File: src/rtl/bnd_pkg.sv
package bnd_pkg;
  typedef enum logic [2:0] {
    MD_FUNC    = 3'd0,
    MD_OUTWARD = 3'd1,
    MD_INWARD  = 3'd2,
    MD_CLAMP   = 3'd3,
    MD_SAFE    = 3'd4
  } bnd_mode_e;
endpackage

File: src/rtl/bnd_mode_sel.sv
module bnd_mode_sel
  import bnd_pkg::*;
(
  input  logic      sel_outward,
  input  logic      sel_inward,
  input  logic      sel_clamp,
  input  logic      sel_safe,
  output bnd_mode_e mode,
  output logic      chain_act
);
  // Priority: safe, clamp, inward, outward, functional
  always_comb begin
    if (sel_safe)         mode = MD_SAFE;
    else if (sel_clamp)   mode = MD_CLAMP;
    else if (sel_inward)  mode = MD_INWARD;
    else if (sel_outward) mode = MD_OUTWARD;
    else                  mode = MD_FUNC;
  end

  assign chain_act = (mode != MD_SAFE) && (mode != MD_CLAMP);
endmodule

File: src/rtl/bnd_cell.sv
module bnd_cell
  import bnd_pkg::*;
#(
  parameter bit IS_OUT = 1'b0
) (
  input  logic      clk,
  input  logic      rst,
  input  bnd_mode_e mode,
  input  logic      chain_act,
  input  logic      shift_en,
  input  logic      capture_en,
  input  logic      update_en,
  input  logic      ser_in,
  input  logic      func_in,
  input  logic      safe_val,
  output logic      par_out,
  output logic      sh_q,
  output logic      upd_q
);
  logic cap_own;
  logic force_safe;
  logic use_upd;
  logic cap_d;

  generate
    if (IS_OUT) begin : g_out
      assign cap_own    = (mode == MD_OUTWARD);
      assign force_safe = (mode == MD_SAFE) || (mode == MD_INWARD);
      assign use_upd    = (mode == MD_CLAMP) || (mode == MD_OUTWARD);
    end else begin : g_in
      assign cap_own    = (mode == MD_INWARD);
      assign force_safe = (mode == MD_SAFE);
      assign use_upd    = (mode == MD_CLAMP) || (mode == MD_INWARD);
    end
  endgenerate

  assign cap_d = cap_own ? upd_q : func_in;

  always_ff @(posedge clk) begin
    if (rst) begin
      sh_q  <= 1'b0;
      upd_q <= 1'b0;
    end else if (chain_act) begin
      if (shift_en)        sh_q <= ser_in;
      else if (capture_en) sh_q <= cap_d;
      if (update_en)       upd_q <= sh_q;
    end
  end

  assign par_out = force_safe ? safe_val : (use_upd ? upd_q : func_in);
endmodule

File: src/rtl/bnd_bypass.sv
module bnd_bypass (
  input  logic clk,
  input  logic rst,
  input  logic en,
  input  logic d,
  output logic q
);
  always_ff @(posedge clk) begin
    if (rst)     q <= 1'b0;
    else if (en) q <= d;
  end
endmodule

File: src/rtl/bnd_chain.sv
module bnd_chain
  import bnd_pkg::*;
#(
  parameter int          N        = 8,
  parameter int          M        = 8,
  parameter logic [N-1:0] SAFE_IN  = '0,
  parameter logic [M-1:0] SAFE_OUT = '0
) (
  input  logic         clk,
  input  logic         rst,
  input  logic         scan_in,
  output logic         scan_out,
  input  logic         shift_en,
  input  logic         capture_en,
  input  logic         update_en,
  input  logic         sel_outward,
  input  logic         sel_inward,
  input  logic         sel_clamp,
  input  logic         sel_safe,
  input  logic [N-1:0] sys_in,
  output logic [N-1:0] core_in,
  input  logic [M-1:0] core_out,
  output logic [M-1:0] sys_out
);
  localparam int L = N + M;

  bnd_mode_e    mode;
  logic         chain_act;
  logic [L:0]   ser;
  logic [L-1:0] upd_vec;
  logic         byp_q;

  bnd_mode_sel u_mode (
    .sel_outward (sel_outward),
    .sel_inward  (sel_inward),
    .sel_clamp   (sel_clamp),
    .sel_safe    (sel_safe),
    .mode        (mode),
    .chain_act   (chain_act)
  );

  assign ser[0] = scan_in;

  generate
    for (genvar k = 0; k < L; k++) begin : g_cell
      if (k < N) begin : g_icell
        bnd_cell #(.IS_OUT(1'b0)) u_cell (
          .clk        (clk),
          .rst        (rst),
          .mode       (mode),
          .chain_act  (chain_act),
          .shift_en   (shift_en),
          .capture_en (capture_en),
          .update_en  (update_en),
          .ser_in     (ser[k]),
          .func_in    (sys_in[k]),
          .safe_val   (SAFE_IN[k]),
          .par_out    (core_in[k]),
          .sh_q       (ser[k+1]),
          .upd_q      (upd_vec[k])
        );
      end else begin : g_ocell
        bnd_cell #(.IS_OUT(1'b1)) u_cell (
          .clk        (clk),
          .rst        (rst),
          .mode       (mode),
          .chain_act  (chain_act),
          .shift_en   (shift_en),
          .capture_en (capture_en),
          .update_en  (update_en),
          .ser_in     (ser[k]),
          .func_in    (core_out[k-N]),
          .safe_val   (SAFE_OUT[k-N]),
          .par_out    (sys_out[k-N]),
          .sh_q       (ser[k+1]),
          .upd_q      (upd_vec[k])
        );
      end
    end
  endgenerate

  bnd_bypass u_byp (
    .clk (clk),
    .rst (rst),
    .en  (shift_en && !chain_act),
    .d   (scan_in),
    .q   (byp_q)
  );

  assign scan_out = chain_act ? ser[L] : byp_q;
endmodule

File: config.mk
export PLATFORM = sky130hd
export DESIGN_NAME = bnd_chain
export DESIGN_NICKNAME = d
export VERILOG_FILES = /design/src/rtl/bnd_pkg.sv /design/src/rtl/bnd_mode_sel.sv /design/src/rtl/bnd_cell.sv /design/src/rtl/bnd_bypass.sv /design/src/rtl/bnd_chain.sv
export SDC_FILE = /design/constraint.sdc
export NUM_CORES = 1
export LEC_CHECK = 0
export BUFFER_PORTS_ARGS = -buffer_cell sky130_fd_sc_hd__buf_2
export CORE_ASPECT_RATIO = 1.1
export CORE_UTILIZATION = 48
export DETAILED_ROUTE_END_ITERATION = 12
export MAX_ROUTING_LAYER = met4
export PLACE_DENSITY_LB_ADDON = 0.05
export SYNTH_ARGS = -nofsm -noshare
export SYNTH_HDL_FRONTEND = slang
export SYNTH_HIERARCHICAL = 1
export SYNTH_SLANG_ARGS = --single-unit
File: constraint.sdc
create_clock -name clk -period 10.4 [get_ports clk]
set_input_delay 1.04 -clock clk [delete_from_list [all_inputs] [get_ports clk]]
set_output_delay 1.04 -clock clk [all_outputs]
set_load 0.01 [all_outputs]
# After elaboration in Yosys (flattened, before gate mapping)
# Cells that the tools add are included.
# totals
ff_bits	33
latchBits	0
mem_bits_rw	0
mem_bits_ro	0
in_bits	26
output_inout_bits	17
wordCells	133
mem_count	0
# classes
add_sub_neg	0
mul	0
div	0
magnitude_cmp	0
n_eq_ne	6
shifts	0
mux	85
bitwise	0
reduce_logical	9
# ops
op	count
$mux 1	82
$mux 3	3
$eq 3x2->1 const B	2
$reduce_and 2->1	2
$eq 3x1->1 const B	1
$eq 3x3->1 const B	1
$logic_or 1x1->1	3
$ne 3x2->1 const B	1
$ne 3x3->1 const B	1
$logic_and 1x1->1	2
$reduce_bool 2->1	1
$logic_not 1->1	1

# Longest topological paths before layout
# Gate-level depths: netlist of the first run.
# depth
word_depth	8
depth_mapped	5
ltp_nobuf	5

# Hierarchy
# Netlist of the first run, hierarchy kept.
# by_module_without_submodules
mod	instances	cells_per_inst	area_per_inst_um2	seq_area_each_um2
bnd_cell (g_cell[10].g_ocell.u_cell ...)	8	20	178.9	40.0
bnd_cell (g_cell[0].g_icell.u_cell ...)	8	18	163.9	40.0
bnd_mode_sel	1	7	37.5	0.0
bnd_bypass	1	3	33.8	20.0
bnd_chain	1	3	27.5	0.0

# Worst setup path before layout of the first run
# OpenSTA, ideal clock, no wires.
# synth_timing
path_type	in2out
from	input sel_inward
to	output sys_out[0]
arrival_time_ns	3.730
required_time_ns	9.360
slack_ns	5.630
stages	4
path_buffers	0
path_cell_list	nor2_1 > nor2_1 > mux2_2 > o311a_2
# synth_between
elab_chain_cells	7
elab_cells_between_ends	11
classes_between	eq/ne (4); mux (5); reduce/logical (2)
# synth_lines
element	line_no	rtl
start, declared	bnd_chain.sv:17	input logic sel_inward,
$mux 3 *	bnd_mode_sel.sv:15	else if (sel_inward) mode = MD_INWARD;
$mux 3 *	bnd_mode_sel.sv:14	else if (sel_clamp) mode = MD_CLAMP;
$mux 3 *	bnd_mode_sel.sv:13	if (sel_safe) mode = MD_SAFE;
named net mode[1]	bnd_chain.sv:27	bnd_mode_e mode;
$eq 3x2->1 or $eq 3x1->1 (tied branches)	bnd_cell.sv:29	assign use_upd = (mode == MD_CLAMP) || (mode == MD_OUTWARD);
$logic_or 1x1->1	bnd_cell.sv:29	
$mux 1	bnd_cell.sv:50	assign par_out = force_safe ? safe_val : (use_upd ? upd_q : func_in);
$mux 1 *	bnd_cell.sv:50	
end, declared	bnd_chain.sv:23	output logic [M-1:0] sys_out
# Mark *: on every way through the listed nets, which the timed path passes. The rest lies on a longest branch.

# Worst setup path in the final report of the first run
# layout_timing
from	input sel_safe
to	output sys_out[0]
# layout_between
elab_chain_cells	5
elab_cells_between_ends	9
classes_between	eq/ne (4); mux (3); reduce/logical (2)
# layout_lines
element	line_no	rtl
start, declared	bnd_chain.sv:19	input logic sel_safe,
$mux 3 *	bnd_mode_sel.sv:13	
named net mode[1]	bnd_chain.sv:27	
$eq 3x2->1 or $eq 3x1->1 (tied branches)	bnd_cell.sv:29	
$logic_or 1x1->1	bnd_cell.sv:29	
$mux 1	bnd_cell.sv:50	
$mux 1 *	bnd_cell.sv:50	
# Marked as above.

==> results_dict.tcl, run 1 <==
set metrics [dict create \
    rsz0062_at_grt "false" \
    wirelength_um 6030 \
    cts.reportedPaths.clkPinSlew_ns 0.07 \
    die_height_um 82.7 \
    numClockSinks 33 \
    core-area_um2 5730 \
    ys_warn_count 6 \
    arrival_ns 3.37 \
    report.final.slew_viol_count 0 \
    cts_root_buffer "clkbuf_8" \
    utilization 0.586 \
    setup.worst_path.start "sel_safe" \
    cts_buffer_depth 2 \
    synth_fa_ha_area_frac 0 \
    synth_compound_area_frac 0.190 \
    cp-start-kind "input pin" \
    synth_top_family_by_area "simple AND/OR/NAND/NOR gates" \
    syn_area_um2 2840 \
    num_vias 2481 \
    r2r-start "g_cell[8].g_ocell.u_cell/upd_q$_SDFFE_PP0P_" \
    io_pins 43 \
    grt_max_degree 66 \
    critPathKind "input pin to output port" \
    wl_per_cell_um 12.9 \
    crit_end "sys_out[0]" \
    end_kind "output port" \
    synth.distinct_cells 19 \
    maxCapViolations 0 \
    area_growth_syn_to_layout_pct 18.3 \
    grt_pass1_wl_um 9540 \
    post-route-period-util 0.424 \
    slowest_delay_ns 0.58 \
    layout.cells.non_filler 469 \
    place_congestion 0.705 \
    status "finished clean" \
    powerDensity_nw_per_um2 97.2 \
    antenna_found_initial 0 \
    drive_gt1_frac 0.329 \
    power_leakage_nw 1.51 \
    hold_buffers 0 \
    synthXorXnorAreaFrac 0 \
    skew_ns 0.00246 \
    rrSetupSlack_ns 9.28 \
    grt_use_total 0.206 \
    fillers 571 \
    die-area_um2 6230 \
    cts_htree_levels 2 \
    worst-path-max-fanout 59 \
    reg2reg_depth 3 \
    route.detailed.drc 0 \
    ant_nets 0 \
    mostFrequentLayoutCells "nor2_1 (58), buf_2 (42), nand2_1 (40), mux2i_1 (33), dfxtp_1 (33)" \
    hold_violations 0 \
    required_ns 9.36 \
    final_common_cell "nor2_1" \
    regToRegEndpoint "g_cell[8].g_ocell.u_cell/sh_q$_SDFFE_PP0P_" \
    fmax_mhz 227 \
    syn-instance-count 317 \
    worstMarginPinSlew_ns 1.00 \
    synthMuxAreaShare 0.269 \
    n_antenna_cell 0 \
    firstDrtPassIters 4 \
    start_util 0.496 \
    numCtsBuffers 5 \
    clk_latency_ns 0.28 \
    slew_headroom 0.331 \
    postCtsSetupBuffers 0 \
    rows 29 \
    hp-class "register to register" \
    totalPowerFinal_w 0.000327 \
    cts_tree "yes" \
    ys_seq_area_frac 0.232 \
    viasPerCell 5.29 \
    yosys_register_bits 33 \
    nets 418 \
    setup_viol 0 \
    grt-ovfl-total 0 \
    slowest_stage "nor2_4" \
    vdd_drop_max_v 0.0000691 \
    die_w_um 75.4 \
    period_needed_ns 4.41 \
    drt-initial-drc-count 126 \
    yosys.area_share.simple 0.303 \
    setup_tns_ns 0 \
    portBuffers 42 \
    cts_resized 0 \
    grt_pass1_vias 2015 \
    syn_area_per_cell_um2 8.96 \
    dp.cells 462 \
    hpwl_um 3640 \
    cp_cell_sequence "buf_2 -> buf_4 -> nor2_4 -> buf_4 -> mux2_2 -> o311a_2 -> buf_2" \
]
-- critical path, delay by kind of cell --
kind,cells,cell delay [ns]
buf+inv,4,1.02
mux,1,0.38
simple gates,1,0.58
compound gates,1,0.32
-- layout make-up --
type | count | area, um2 | share of cell area
inverter | 1 | 3.75 | 0.00112
clock buffer | 7 | 86.3 | 0.0257
multi-input combinational | 305 | 2270 | 0.676
sequential | 33 | 661 | 0.197
timing repair buffer | 46 | 240 | 0.0715
tap | 77 | 96.3 | 0.0287
-- layer usage --
metal	track usage	vias up	wire, um
li1	-	1293	-
met1	0.263	1150	2990
met2	0.335	32	2840
met3	0.0400	6	148
met4	0.0500	0	51
met5	-	-	0
-- cells by family after synthesis --
| logic type | after synthesis |
|---|---|
| mux | 66 |
| simple gates | 158 |
| buf+inv | 2 |
| flops | 33 |
| compound gates | 57 |
| other cells | 1 |
-- worst min path at each step --
stage                               from                    to  slack [ns]  cells after the start
detailed placement  u_byp/q$_SDFFE_PP0P_  u_byp/q$_SDFFE_PP0P_        0.48                      2
floorplan           u_byp/q$_SDFFE_PP0P_  u_byp/q$_SDFFE_PP0P_        0.46                      2
global route        u_byp/q$_SDFFE_PP0P_  u_byp/q$_SDFFE_PP0P_        0.52                      2
CTS                 u_byp/q$_SDFFE_PP0P_  u_byp/q$_SDFFE_PP0P_        0.50                      2
global placement    u_byp/q$_SDFFE_PP0P_  u_byp/q$_SDFFE_PP0P_        0.47                      2
finish              u_byp/q$_SDFFE_PP0P_  u_byp/q$_SDFFE_PP0P_        0.50                      2
-- sequential cells by signal, indices dropped and copies added, names as in the netlist --
signal / count
g_cell.g_ocell.u_cell/sh_q: 8
g_cell.g_icell.u_cell/upd_q: 8
g_cell.g_ocell.u_cell/upd_q: 8
g_cell.g_icell.u_cell/sh_q: 8
u_byp/q: 1
-- where the power goes --
part | internal [W] | total (W) | switching (W)
clock | 0.0000525 | 0.0000982 | 0.0000457
sequential | 0.000130 | 0.000132 | 0.00000262
combinational | 0.0000441 | 0.0000960 | 0.0000519
total | 0.000226 | 0.000327 | 0.000100
-- cell usage after synthesis --
master / n / share of area
a21oi_2: 1 / 0.0031
and2b_2: 1 / 0.0031
buf_4: 1 / 0.0026
conb_1: 1 / 0.0013
dfxtp_1: 33 / 0.23
inv_1: 1 / 0.0013
mux2_2: 16 / 0.063
mux2_4: 17 / 0.090
mux2i_1: 33 / 0.12
nand2_1: 40 / 0.053
nand2b_1: 1 / 0.0022
nand3b_1: 16 / 0.042
nor2_1: 60 / 0.079
nor2b_1: 24 / 0.053
nor3b_2: 16 / 0.070
o211ai_1: 8 / 0.021
o21ai_0: 24 / 0.042
o311a_2: 8 / 0.032
o41ai_2: 16 / 0.092
-- per-stage QoR --
stage	area (um2)	hold WS, ns	setup WS [ns]
final	3360	0.496	5.99
after global routing	3360	0.519	5.86
after CTS	3360	0.499	6.01
after detailed placement	3270	0.481	6.02
after global placement	3270	0.473	6.04
after floorplan	2930	0.461	5.63
No activity file was read; power rests on OpenSTA's default activity.
==> run 2: changes to the inputs <==
Settings changed: ABC_AREA from default to 1.
Clock period 10.4 ns to 3.8 ns, I/O delays scaled along.
==> results_dict.tcl, run 2 <==
set metrics [dict create \
    die_w_um 71.7 \
    post-route-period-util 0.689 \
    syn_area_um2 2560 \
    grt_use_total 0.239 \
    critPathKind "input pin to output port" \
    fillers 523 \
    cts.reportedPaths.clkPinSlew_ns 0.06 \
    yosysMostFrequentCell "nand2_1" \
    portBuffers 42 \
    skew_ns 0.00248 \
    postCtsSetupBuffers 0 \
    wirelength_um 6160 \
    ys_seq_area_frac 0.258 \
    worst-path-max-fanout 35 \
    syn-instance-count 455 \
    slowest_delay_ns 0.57 \
    cts_tree "yes" \
    status "finished clean" \
    io_pins 43 \
    ant_nets 0 \
    rows 27 \
    grt_pass1_wl_um 10800 \
    cts_htree_levels 2 \
    cts_buffer_depth 2 \
    final_common_cell "nand2_1" \
    synth_area_leaders "dfxtp_1 (26%), nand2_1 (23%), nand3_1 (9.4%), nor2_1 (7.3%), a21oi_1 (6.6%)" \
    synth.distinct_cells 16 \
    arrival_ns 2.24 \
    fmax_mhz 382 \
    report.final.slew_viol_count 0 \
    end_kind "output port" \
    syn_area_per_cell_um2 5.63 \
    start_util 0.506 \
    die_height_um 78.7 \
    area_growth_syn_to_layout_pct 18.2 \
    synthXorXnorAreaFrac 0 \
    numCtsBuffers 5 \
    numClockSinks 33 \
    firstDrtPassIters 5 \
    worstMarginPinSlew_ns 0.812 \
    n_antenna_cell 0 \
    antenna_found_initial 0 \
    synthMuxAreaShare 0 \
    place_congestion 0.789 \
    cts_root_buffer "clkbuf_8" \
    hp-class "input pin to register" \
    synth_fa_ha_area_frac 0 \
    core-area_um2 5070 \
    cp-start-kind "input pin" \
    totalPowerFinal_w 0.000859 \
    ys_warn_count 6 \
    yosysTopAreaCell "dfxtp_1" \
    yosys.area_share.simple 0.464 \
    slew_headroom 0.458 \
    hpwl_um 4020 \
    maxCapViolations 0 \
    synth_edf_count 0 \
    yosys_register_bits 33 \
    route.detailed.drc 0 \
    synth_top_family_by_area "simple AND/OR/NAND/NOR gates" \
    viasPerCell 5.12 \
    async_flop_share 0 \
    drt-initial-drc-count 183 \
    setup_tns_ns 0 \
    required_ns 3.42 \
    clk_latency_ns 0.28 \
    ys.flop_type "dfxtp_1" \
    nets 547 \
    num_vias 2967 \
    power_leakage_nw 1.35 \
    synth_top_area_share 0.258 \
    grt_max_degree 65 \
    grt-ovfl-total 0 \
    setup_viol 0 \
    hold_violations 0 \
    hold_buffers 0 \
    ys_top_cells_by_count "nand2_1 (158), nor2_1 (50), nand3_1 (48)" \
    drive_gt1_frac 0.176 \
    powerDensity_nw_per_um2 283 \
    mostFrequentLayoutCells "nand2_1 (158), nor2_1 (50), nand3_1 (48), inv_1 (44), buf_2 (42)" \
    die-area_um2 5640 \
    period_needed_ns 2.62 \
    grt_pass1_vias 2506 \
    synth_compound_area_frac 0.195 \
    wl_per_cell_um 10.6 \
    rsz0062_at_grt "false" \
    cts_resized 0 \
    cp_cell_sequence "buf_2 -> a21oi_4 -> buf_4 -> nor2_1 -> nand2_1 -> nor2_1 -> a31oi_1 -> buf_2" \
    slowest_stage "a21oi_4" \
    vdd_drop_max_v 0.000185 \
]
## run 2: cell types whose count changed in the layout (fill, tap and decap cells not counted), moves of 17 or more
cell     previous run  this run
a21oi_1             0        32
inv_1               1        44
mux2_4             17         0
mux2i_1            33         0
nand2_1            40       158
nand3_1             0        48
nor2b_1            24         0
## run 2: worst paths after layout
path / from / end / slack (ns) / depth (start not counted)
hold reg to reg: g_cell[9].g_ocell.u_cell/upd_q$_SDFFE_PP0P_ / g_cell[9].g_ocell.u_cell/upd_q$_SDFFE_PP0P_ / 0.48 / 2
setup / recovery: sel_safe / core_in[5] / 1.18 / 8
hold / removal: scan_in / u_byp/q$_SDFFE_PP0P_ / 0.43 / 5
setup reg to reg: g_cell[10].g_ocell.u_cell/upd_q$_SDFFE_PP0P_ / g_cell[10].g_ocell.u_cell/sh_q$_SDFFE_PP0P_ / 2.97 / 4
## run 2: critical path: cells and delay by family
kind	cells	cell delay, ns
buffers and inverters	3	0.90
AO/OA/AOI/OAI	2	0.72
AND/OR/NAND/NOR	3	0.22
## run 2: logic make-up after synthesis
logic type	count (synthesis)
simple gates	283
compound gates	83
buf+inv	55
flops	33
other cells	1
## run 2: power by group
group	leakage (nW)	switching (W)	internal [W]
registers	0.267	0.00000836	0.000356
clock network	0.0450	0.000124	0.000127
logic	1.04	0.000161	0.0000818
total	1.35	0.000294	0.000565
## run 2: layer usage
| layer | vias up | GRT usage | wire length [um] |
|---|---|---|---|
| met2 | 51 | 0.414 | 2970 |
| met5 | - | - | 0 |
| met1 | 1288 | 0.291 | 2940 |
| li1 | 1622 | - | - |
| met3 | 6 | 0.0359 | 210 |
| met4 | 0 | 0.0529 | 38 |
## run 2: layout make-up
class,count,area [um2],area share
tap,58,72.6,0.0239
inverter,54,203,0.0669
sequential,33,661,0.218
timing repair buffer,45,233,0.0768
clock buffer,6,72.6,0.0239
clock inverter,2,10.0,0.00330
multi-input combinational,382,1780,0.587
## run 2: per-stage QoR
stage	worst slack, ns	util	cells	hold WS (ns)	cell area [um2]
2_1_floorplan	0.139	-	470	0.442	2620
3_3_place_gp	1.29	0.582	572	0.468	2950
3_5_place_dp	1.21	0.582	572	0.472	2950
4_1_cts	1.20	0.598	580	0.439	3030
5_1_grt	1.01	0.598	580	0.491	3030
6_report	1.18	0.598	580	0.433	3030
